==> src/rtl/stkp_pkg.sv <==
package stkp_pkg;

    // Request kinds; bit 1 set means bytes are removed from the stack.
    typedef enum logic [1:0] {
        STK_PUSH = 2'b00,
        STK_CALL = 2'b01,
        STK_POP  = 2'b10,
        STK_RET  = 2'b11
    } stk_op_e;

    function automatic logic op_removes(input logic [1:0] kind);
        return kind[1];
    endfunction

endpackage

==> src/rtl/stkp_step.sv <==
// Next-pointer arithmetic: adds or subtracts a byte count.
// In byte mode only the low field moves and the extension bits pass through.
module stkp_step #(
    parameter int PTR_W = 8,
    parameter int EXT_W = 2,
    parameter int CNT_W = 2
) (
    input  logic                     wide,
    input  logic                     remove,
    input  logic [CNT_W-1:0]         count,
    input  logic [PTR_W+EXT_W-1:0]   cur,
    output logic [PTR_W+EXT_W-1:0]   nxt
);
    localparam int ADDR_W = PTR_W + EXT_W;

    logic [ADDR_W-1:0] full_delta;
    logic [PTR_W-1:0]  low_delta;
    logic [ADDR_W-1:0] full_sum;
    logic [PTR_W-1:0]  low_sum;

    always_comb begin
        full_delta = ADDR_W'(count);
        low_delta  = PTR_W'(count);
        full_sum   = remove ? (cur - full_delta) : (cur + full_delta);
        low_sum    = remove ? (cur[PTR_W-1:0] - low_delta)
                            : (cur[PTR_W-1:0] + low_delta);
        if (wide) begin
            nxt = full_sum;
        end else begin
            nxt = {cur[ADDR_W-1:PTR_W], low_sum};
        end
    end

endmodule

==> src/rtl/stkp_addr_gen.sv <==
// Builds the top-of-stack address and the address of the next push.
module stkp_addr_gen #(
    parameter int PTR_W = 8,
    parameter int EXT_W = 2
) (
    input  logic                   wide,
    input  logic [EXT_W-1:0]       ext,
    input  logic [PTR_W-1:0]       ptr,
    output logic [PTR_W+EXT_W-1:0] top_addr,
    output logic [PTR_W+EXT_W-1:0] next_addr
);
    localparam int ADDR_W = PTR_W + EXT_W;

    logic [ADDR_W-1:0] joined;
    logic [ADDR_W-1:0] bumped;

    assign joined = {ext, ptr};

    stkp_step #(.PTR_W(PTR_W), .EXT_W(EXT_W), .CNT_W(1)) u_bump (
        .wide   (wide),
        .remove (1'b0),
        .count  (1'b1),
        .cur    (joined),
        .nxt    (bumped)
    );

    always_comb begin
        if (wide) begin
            top_addr  = joined;
            next_addr = bumped;
        end else begin
            top_addr  = {{EXT_W{1'b0}}, ptr};
            next_addr = {{EXT_W{1'b0}}, bumped[PTR_W-1:0]};
        end
    end

endmodule

==> src/rtl/stack_ptr_unit.sv <==
module stack_ptr_unit
    import stkp_pkg::*;
#(
    parameter int               PTR_W     = 8,
    parameter int               EXT_W     = 2,
    parameter int               REG_W     = 8,
    parameter int               CNT_W     = 2,
    parameter logic [PTR_W-1:0] RESET_PTR = 'h07
) (
    input  logic                   clk,
    input  logic                   rst_n,
    input  logic                   op_valid,
    input  logic [1:0]             op_kind,
    input  logic [CNT_W-1:0]       op_count,
    input  logic                   wr_ptr_en,
    input  logic [PTR_W-1:0]       wr_ptr_data,
    input  logic                   wr_ext_en,
    input  logic [REG_W-1:0]       wr_ext_data,
    input  logic                   wr_mode_en,
    input  logic                   wr_mode_data,
    output logic [PTR_W+EXT_W-1:0] stack_addr,
    output logic [PTR_W+EXT_W-1:0] push_addr,
    output logic [PTR_W-1:0]       ptr_rd,
    output logic [REG_W-1:0]       ext_rd,
    output logic                   wide_rd
);
    localparam int ADDR_W = PTR_W + EXT_W;

    typedef struct packed {
        logic [EXT_W-1:0] ext;
        logic [PTR_W-1:0] ptr;
        logic             wide;
    } stk_state_t;

    stk_state_t        st_d, st_q;
    logic [ADDR_W-1:0] step_nxt;
    logic              any_write;

    stkp_step #(.PTR_W(PTR_W), .EXT_W(EXT_W), .CNT_W(CNT_W)) u_step (
        .wide   (st_q.wide),
        .remove (op_removes(op_kind)),
        .count  (op_count),
        .cur    ({st_q.ext, st_q.ptr}),
        .nxt    (step_nxt)
    );

    assign any_write = wr_ptr_en | wr_ext_en;

    always_comb begin
        st_d = st_q;
        if (any_write) begin
            if (wr_ptr_en) st_d.ptr = wr_ptr_data;
            if (wr_ext_en) st_d.ext = wr_ext_data[EXT_W-1:0];
        end else if (op_valid) begin
            {st_d.ext, st_d.ptr} = step_nxt;
        end
        if (wr_mode_en) st_d.wide = wr_mode_data;
    end

    always_ff @(posedge clk) begin
        if (!rst_n) begin
            st_q.ext  <= '0;
            st_q.ptr  <= RESET_PTR;
            st_q.wide <= 1'b0;
        end else begin
            st_q <= st_d;
        end
    end

    stkp_addr_gen #(.PTR_W(PTR_W), .EXT_W(EXT_W)) u_addr (
        .wide      (st_q.wide),
        .ext       (st_q.ext),
        .ptr       (st_q.ptr),
        .top_addr  (stack_addr),
        .next_addr (push_addr)
    );

    assign ptr_rd  = st_q.ptr;
    assign wide_rd = st_q.wide;

    generate
        if (REG_W > EXT_W) begin : g_ext_pad
            assign ext_rd = {{(REG_W-EXT_W){1'b0}}, st_q.ext};
        end else begin : g_ext_flat
            assign ext_rd = REG_W'(st_q.ext);
        end
    endgenerate

    // Assertions
    assert_write_wins_R9: assert property (@(posedge clk) disable iff (!rst_n)
        wr_ptr_en |=> ptr_rd == $past(wr_ptr_data));

    assert_ext_low_kept_R8: assert property (@(posedge clk) disable iff (!rst_n)
        wr_ext_en |=> ext_rd[EXT_W-1:0] == $past(wr_ext_data[EXT_W-1:0]));

    assert_byte_addr_high_zero_R5: assert property (@(posedge clk) disable iff (!rst_n)
        !wide_rd |-> stack_addr[ADDR_W-1:PTR_W] == '0);

    assert_byte_ext_hold_R5: assert property (@(posedge clk) disable iff (!rst_n)
        (!wide_rd && op_valid && !any_write) |=> $stable(ext_rd));

    assert_byte_push_step_R2: assert property (@(posedge clk) disable iff (!rst_n)
        (!wide_rd && op_valid && !op_kind[1] && !any_write)
        |=> ptr_rd == $past(ptr_rd) + PTR_W'($past(op_count)));

    assert_wide_pop_borrow_R7: assert property (@(posedge clk) disable iff (!rst_n)
        (wide_rd && op_valid && op_kind[1] && !any_write)
        |=> {ext_rd[EXT_W-1:0], ptr_rd}
            == $past({ext_rd[EXT_W-1:0], ptr_rd}) - ADDR_W'($past(op_count)));

endmodule

==> config.mk <==
export PLATFORM = sky130hd
export DESIGN_NAME = stack_ptr_unit
export DESIGN_NICKNAME = d
export VERILOG_FILES = /design/src/rtl/stkp_pkg.sv /design/src/rtl/stkp_step.sv /design/src/rtl/stkp_addr_gen.sv /design/src/rtl/stack_ptr_unit.sv
export SDC_FILE = /design/constraint.sdc
export NUM_CORES = 1
export LEC_CHECK = 0
export ABC_AREA = 1
export BUFFER_PORTS_ARGS = -buffer_cell sky130_fd_sc_hd__buf_2
export CORE_UTILIZATION = 40
export CTS_CLUSTER_DIAMETER = 50
export DETAILED_ROUTE_END_ITERATION = 16
export MAX_ROUTING_LAYER = met4
export PLACE_DENSITY = 0.73
export SETUP_SLACK_MARGIN = 0.05
export SLEW_MARGIN = 20
export SYNTH_ARGS = -nofsm -noshare
export SYNTH_HDL_FRONTEND = slang
export SYNTH_SLANG_ARGS = --single-unit
==> constraint.sdc <==
create_clock -name clk -period 3.6 [get_ports clk]
set_clock_uncertainty 0.05 [all_clocks]
set_input_delay 0.18 -clock clk [delete_from_list [all_inputs] [get_ports clk]]
set_output_delay 0.18 -clock clk [all_outputs]
set_load 0.005 [all_outputs]
# Yosys cells after proc, flatten, opt, wreduce, memory -nomap -nowiden
# Index checks and enable logic that the tools add are counted.
classes:
  addsub: 6
  n_eq_ne: 2
  mux: 10
  bitwise_logic: 1
  reduce_logical: 4
op_table:
  columns: ["operator", "count"]
  rows:
  - ["$mux 10", 7]
  - ["$mux 8", 2]
  - ["$add 10x1->10 const B", 1]
  - ["$add 10x2->10", 1]
  - ["$sub 10x2->10", 1]
  - ["$add 8x1->8 const B", 1]
  - ["$add 8x2->8", 1]
  - ["$sub 8x2->8", 1]
  - ["$ne 2x2->1 const B", 2]
  - ["$reduce_bool 2->1", 2]
  - ["$reduce_and 3->1", 1]
  - ["$mux 2", 1]
  - ["$reduce_and 2->1", 1]
  - ["$or 1x1->1", 1]
totals:
  register_bits: 11
  word_cells: 26

# Depth between registers and ports, before layout
logic_depth:
  ltp_word: 5
  depth_mapped: 15
  depth_no_buf: 15

# Cells and area by module
# Synthesis repeated with hierarchy kept, for this count alone.
unflattened:
  cells_unflattened: 303
  area_unflattened_um2: 1799.2
modules_own_cells:
  columns: ["mod", "n_inst", "cells_per_inst", "area_each_um2", "seq_area_each_um2"]
  rows:
  - ["stack_ptr_unit", 1, 110, 704.4, 220.2]
  - ["stkp_step at u_step", 1, 88, 504.2, 0.0]
  - ["stkp_step at u_addr.u_bump", 1, 87, 493.0, 0.0]
  - ["stkp_addr_gen", 1, 18, 97.6, 0.0]

# Worst setup path after synthesis
# OpenSTA, ideal clock, no wires.
synth_path:
  path_kind: "input -> register"
  start: "input port op_count[0]"
  end: "register ptr_rd[7] (netlist name)"
  t_arrival_ps: 1530
  required_ps: 3434
  setup_slack_ps: 1904
  stages: 13
  path_buffers: 0
  path_cell_list: "inv_1 ha_1 nor2_1 inv_1 ha_1 nand2_1 inv_1 a21oi_1 nand2_1 nand2_1 nand3_1 nand2_1 a21oi_1"
synth_via:
  elab_chain_cells: 5
  word_cells_on_any_way: 9
synth_lines:
  columns: ["item", "line", "source"]
  rows:
  - ["start: declaration", "stack_ptr_unit.sv:14", "input logic [CNT_W-1:0] op_count,"]
  - ["$add 10x2->10 (tied with other cells)", "stkp_step.sv:24", "full_sum = remove ? (cur - full_delta) : (cur + full_delta);"]
  - ["$mux 10 / $mux 8 (equally long branches)", "stkp_step.sv:24, stkp_step.sv:25", null]
  - ["$mux 10 *", "stkp_step.sv:27", "if (wide) begin"]
  - ["$mux 10 *", "stack_ptr_unit.sv:54", "end else if (op_valid) begin"]
  - ["$mux 10 *", "stack_ptr_unit.sv:51", "if (any_write) begin"]
# Every way passes the cells marked *; elsewhere a longest branch is shown, timed or not. The select of a mux whose other input is x is not followed.
# A chain may end at the register's enable or synchronous reset.

# Worst setup path in the final report
layout_path:
  start: "register ptr_rd[1] (netlist name)"
  end: "output port push_addr[8]"
layout_via:
  elab_chain_cells: 3
layout_lines:
  columns: ["item", "line", "source"]
  rows:
  - ["$add 10x1->10", "stkp_step.sv:24", null]
  - ["$mux 10", "stkp_step.sv:27", null]
  - ["$mux 10", "stkp_addr_gen.sv:28", "if (wide) begin"]
  - ["end: declaration", "stack_ptr_unit.sv:22", "output logic [PTR_W+EXT_W-1:0] push_addr,"]
# No other way between the ends.

==> results.sh <==
export IMPL_status="completed"
export IMPL_gp_congestion=0.8728
export IMPL_ys_top_cells_by_area="dfxtp_1 16%, nand2_1 13%, ha_1 10%"
export IMPL_cp_num_buf_inv=2
export IMPL_finalCritPeriodShare_pct=53.87
export IMPL_fin_nets=301
export IMPL_initial_core_util_pct=43.00
export IMPL_final_common_cell="buf_2"
export IMPL_port_buffers=50
export IMPL_final_cell_mix="50 x buf_2, 48 x nand2_1, 36 x inv_1"
export IMPL_finalPower_uw=463.9
export IMPL_synth_area_leader_cell="dfxtp_1"
export IMPL_postSynthCellCount=217
export IMPL_cts_root_buf="clkbuf_4"
export IMPL_grt_pass1_wl_microns=4940
export IMPL_finalSetupViolations=0
export IMPL_dp_hpwl_microns=2619
export IMPL_die_w_microns=59.99
export IMPL_insertion_delay_ns=0.27
export IMPL_hold_viol=0
export IMPL_drv_cap=0
export IMPL_holdBufCountCts=0
export IMPL_crit_family="flip-flops"
export IMPL_r2r_end="ext_rd[0]"
export IMPL_synth_top_cell_area_share_pct=16.37
export IMPL_finalMaxSlewViolations=0
export IMPL_crit_chain="ha_1, nand2_1, nor2_1, nand4_1, clkinv_1, o21ai_0, a21oi_1, buf_2"
export IMPL_yosysWarnings=0
export IMPL_vias=1439
export IMPL_drt_wl_total_microns=3149
export IMPL_slowest_delay_ns=0.48
export IMPL_synth_area_per_cell_sq_um=6.198
export IMPL_num_rows=20
export IMPL_arrival_ns=1.71
export IMPL_cts_max_level=1
export IMPL_ios=64
export IMPL_die_area_sq_um=3598
export IMPL_drt_iter0_drc=101
export IMPL_ys_seq_area_share_pct=16.37
export IMPL_antenna_found_initial=0
export IMPL_grt_setup_unrepaired="false"
export IMPL_cp_slowest_cell="dfxtp_1"
export IMPL_path_max_fanout=7
export IMPL_max_vdd_ir_drop_mv=0.1129
export IMPL_diodes=0
export IMPL_holdCritPathClass="in -> reg"
export IMPL_cts_made_buffers=3
export IMPL_clkTransAtPathRegs_ns=0.08
export IMPL_cp_required_ns=3.37
export IMPL_die_h_microns=59.99
export IMPL_post_cts_resized=0
export IMPL_cts_sinks=11
export IMPL_cts_setup_buffers=0
export IMPL_grt_pass1_vias=1177
export IMPL_holdPathEnd="wide_rd"
export IMPL_r2r_worst_path_cells=11
export IMPL_first_pass_iters=4
export IMPL_r2r_slack_ns=1.79
export IMPL_hold_path_cell_count=3
export IMPL_viasPerCell=4.718
export IMPL_cts_tree="done"
export IMPL_critical_path_class="reg -> out"
export IMPL_synth_seq_cells=11
export IMPL_drcViolationCount=0
export IMPL_r2r_start="ptr_rd[0]"
export IMPL_fillers=316
export IMPL_wire_per_inst_microns=10.32
export IMPL_worstSetupStartpointType="flop"
export IMPL_fin_setup_tns_ns=0
export IMPL_synthDistinctLibCells=32
export IMPL_grt_max_degree=11
export IMPL_p_leak_uw=0.0009505
export IMPL_grt_usage_pct=18.63
export IMPL_min_from="wr_mode_data"
export IMPL_core_sq_um=3128
export IMPL_clockBufferDepth=2
export IMPL_postRouteAntennaNets=0
export IMPL_period_needed_ns=1.939
export IMPL_area_growth_pct=18.05
export IMPL_synthesis_area_sq_um=1345
export IMPL_layout_drive_gt1_share_pct=27.20
export IMPL_cellPowerDensity_nw_per_um2=292.2
export IMPL_end_kind="output pin"
export IMPL_clock_fmax_mhz=515.7
export IMPL_grt_overflow=0
[cells in the mapped netlist]
cell       count
ha_1          11
xnor2_1        3
fa_1           1
nand3_2        1
buf_4         14
o21ai_0        6
nor3_1         1
nand3_1       16
nand2_4        1
o21a_1         1
a21boi_1       1
dfxtp_1       11
nor2_1        17
a21oi_2        1
o21ai_1        2
nand2_2        5
o211ai_1       1
inv_2          4
conb_1         1
clkinv_1       1
nand2_1       48
nor2_2         2
a21oi_1       16
inv_1         36
o2111ai_1      1
o221ai_1       3
nor3b_4        1
xor2_1         5
or2_2          1
clkbuf_1       1
nand4_1        3
inv_4          1
[tightest hold or removal path: cells and delay by family]
| kind | cells | cell delay [ns] |
|---|---|---|
| AOI/OAI and AO/OA | 1 | 0.05 |
| buffers and inverters | 1 | 0.08 |
| and+or+nand+nor | 1 | 0.07 |
[how the worst max path moves through the flow]
stage                   end  slack, ns         from  cells after the start
2_1_floorplan     ptr_rd[7]       1.90  op_count[0]                     13
3_3_place_gp      ptr_rd[7]       1.51  op_count[0]                     13
3_5_place_dp      ptr_rd[5]       1.45  op_count[0]                     13
4_1_cts        push_addr[8]       1.60    ptr_rd[1]                      8
5_1_grt        push_addr[8]       1.44    ptr_rd[1]                      8
6_report       push_addr[8]       1.66    ptr_rd[1]                      8
[sequential cells by signal (all words and copies together), names as in the netlist]
register,count
wide_rd,1
ptr_rd,8
ext_rd,2
[layer usage]
layer	up-vias	part of all wire (%)	track usage [%]
met3	2	4.4	2.381
met2	48	49	31.11
li1	763	-	-
met4	0	0.70	6.645
met1	626	46	22.88
met5	-	0	-
[power by group]
part,switching (uW),internal (uW),total [uW]
Combinational,127,96.3,223
Sequential,20.9,132,153
Clock,46.8,41.1,87.9
[through the flow]
stage	area [sq um]	utilization (%)	setup slack, ns	instances	hold WS, ns
final	1588	50.76	1.661	305	0.09505
after CTS	1588	50.76	1.604	305	0.09728
after floorplan	1364	-	1.904	222	0.2686
after global placement	1560	49.88	1.507	301	0.3602
after detailed placement	1560	49.88	1.454	301	0.3758
after global routing	1588	50.76	1.443	305	0.1066
[final cells by class]
class / instances / area [sq um] / area share (%)
Timing Repair Buffer: 50 / 250.2 / 15.76
Inverter: 42 / 160.2 / 10.09
Tap cell: 44 / 55.05 / 3.467
Sequential cell: 11 / 220.2 / 13.87
Clock inverter: 1 / 5.005 / 0.3152
Multi-Input combinational cell: 154 / 874.6 / 55.08
Clock buffer: 3 / 22.52 / 1.418
[kinds of logic (layout without fill, tap and decap cells)]
kind of cell             after synthesis  after routing  synth area share (%)
flip-flops                            11             11                 16.37
buffers and inverters                 57             96                 20.00
other                                  1              6                0.2788
AO/OA/AOI/OAI                         32             32                 13.86
XOR/XNOR                               8              8                 5.210
adder cells (fa/ha/maj)               12             12                 11.72
AND/OR/NAND/NOR                       96             96                 32.56
Note: power is estimated with default switching activity, not from simulation.
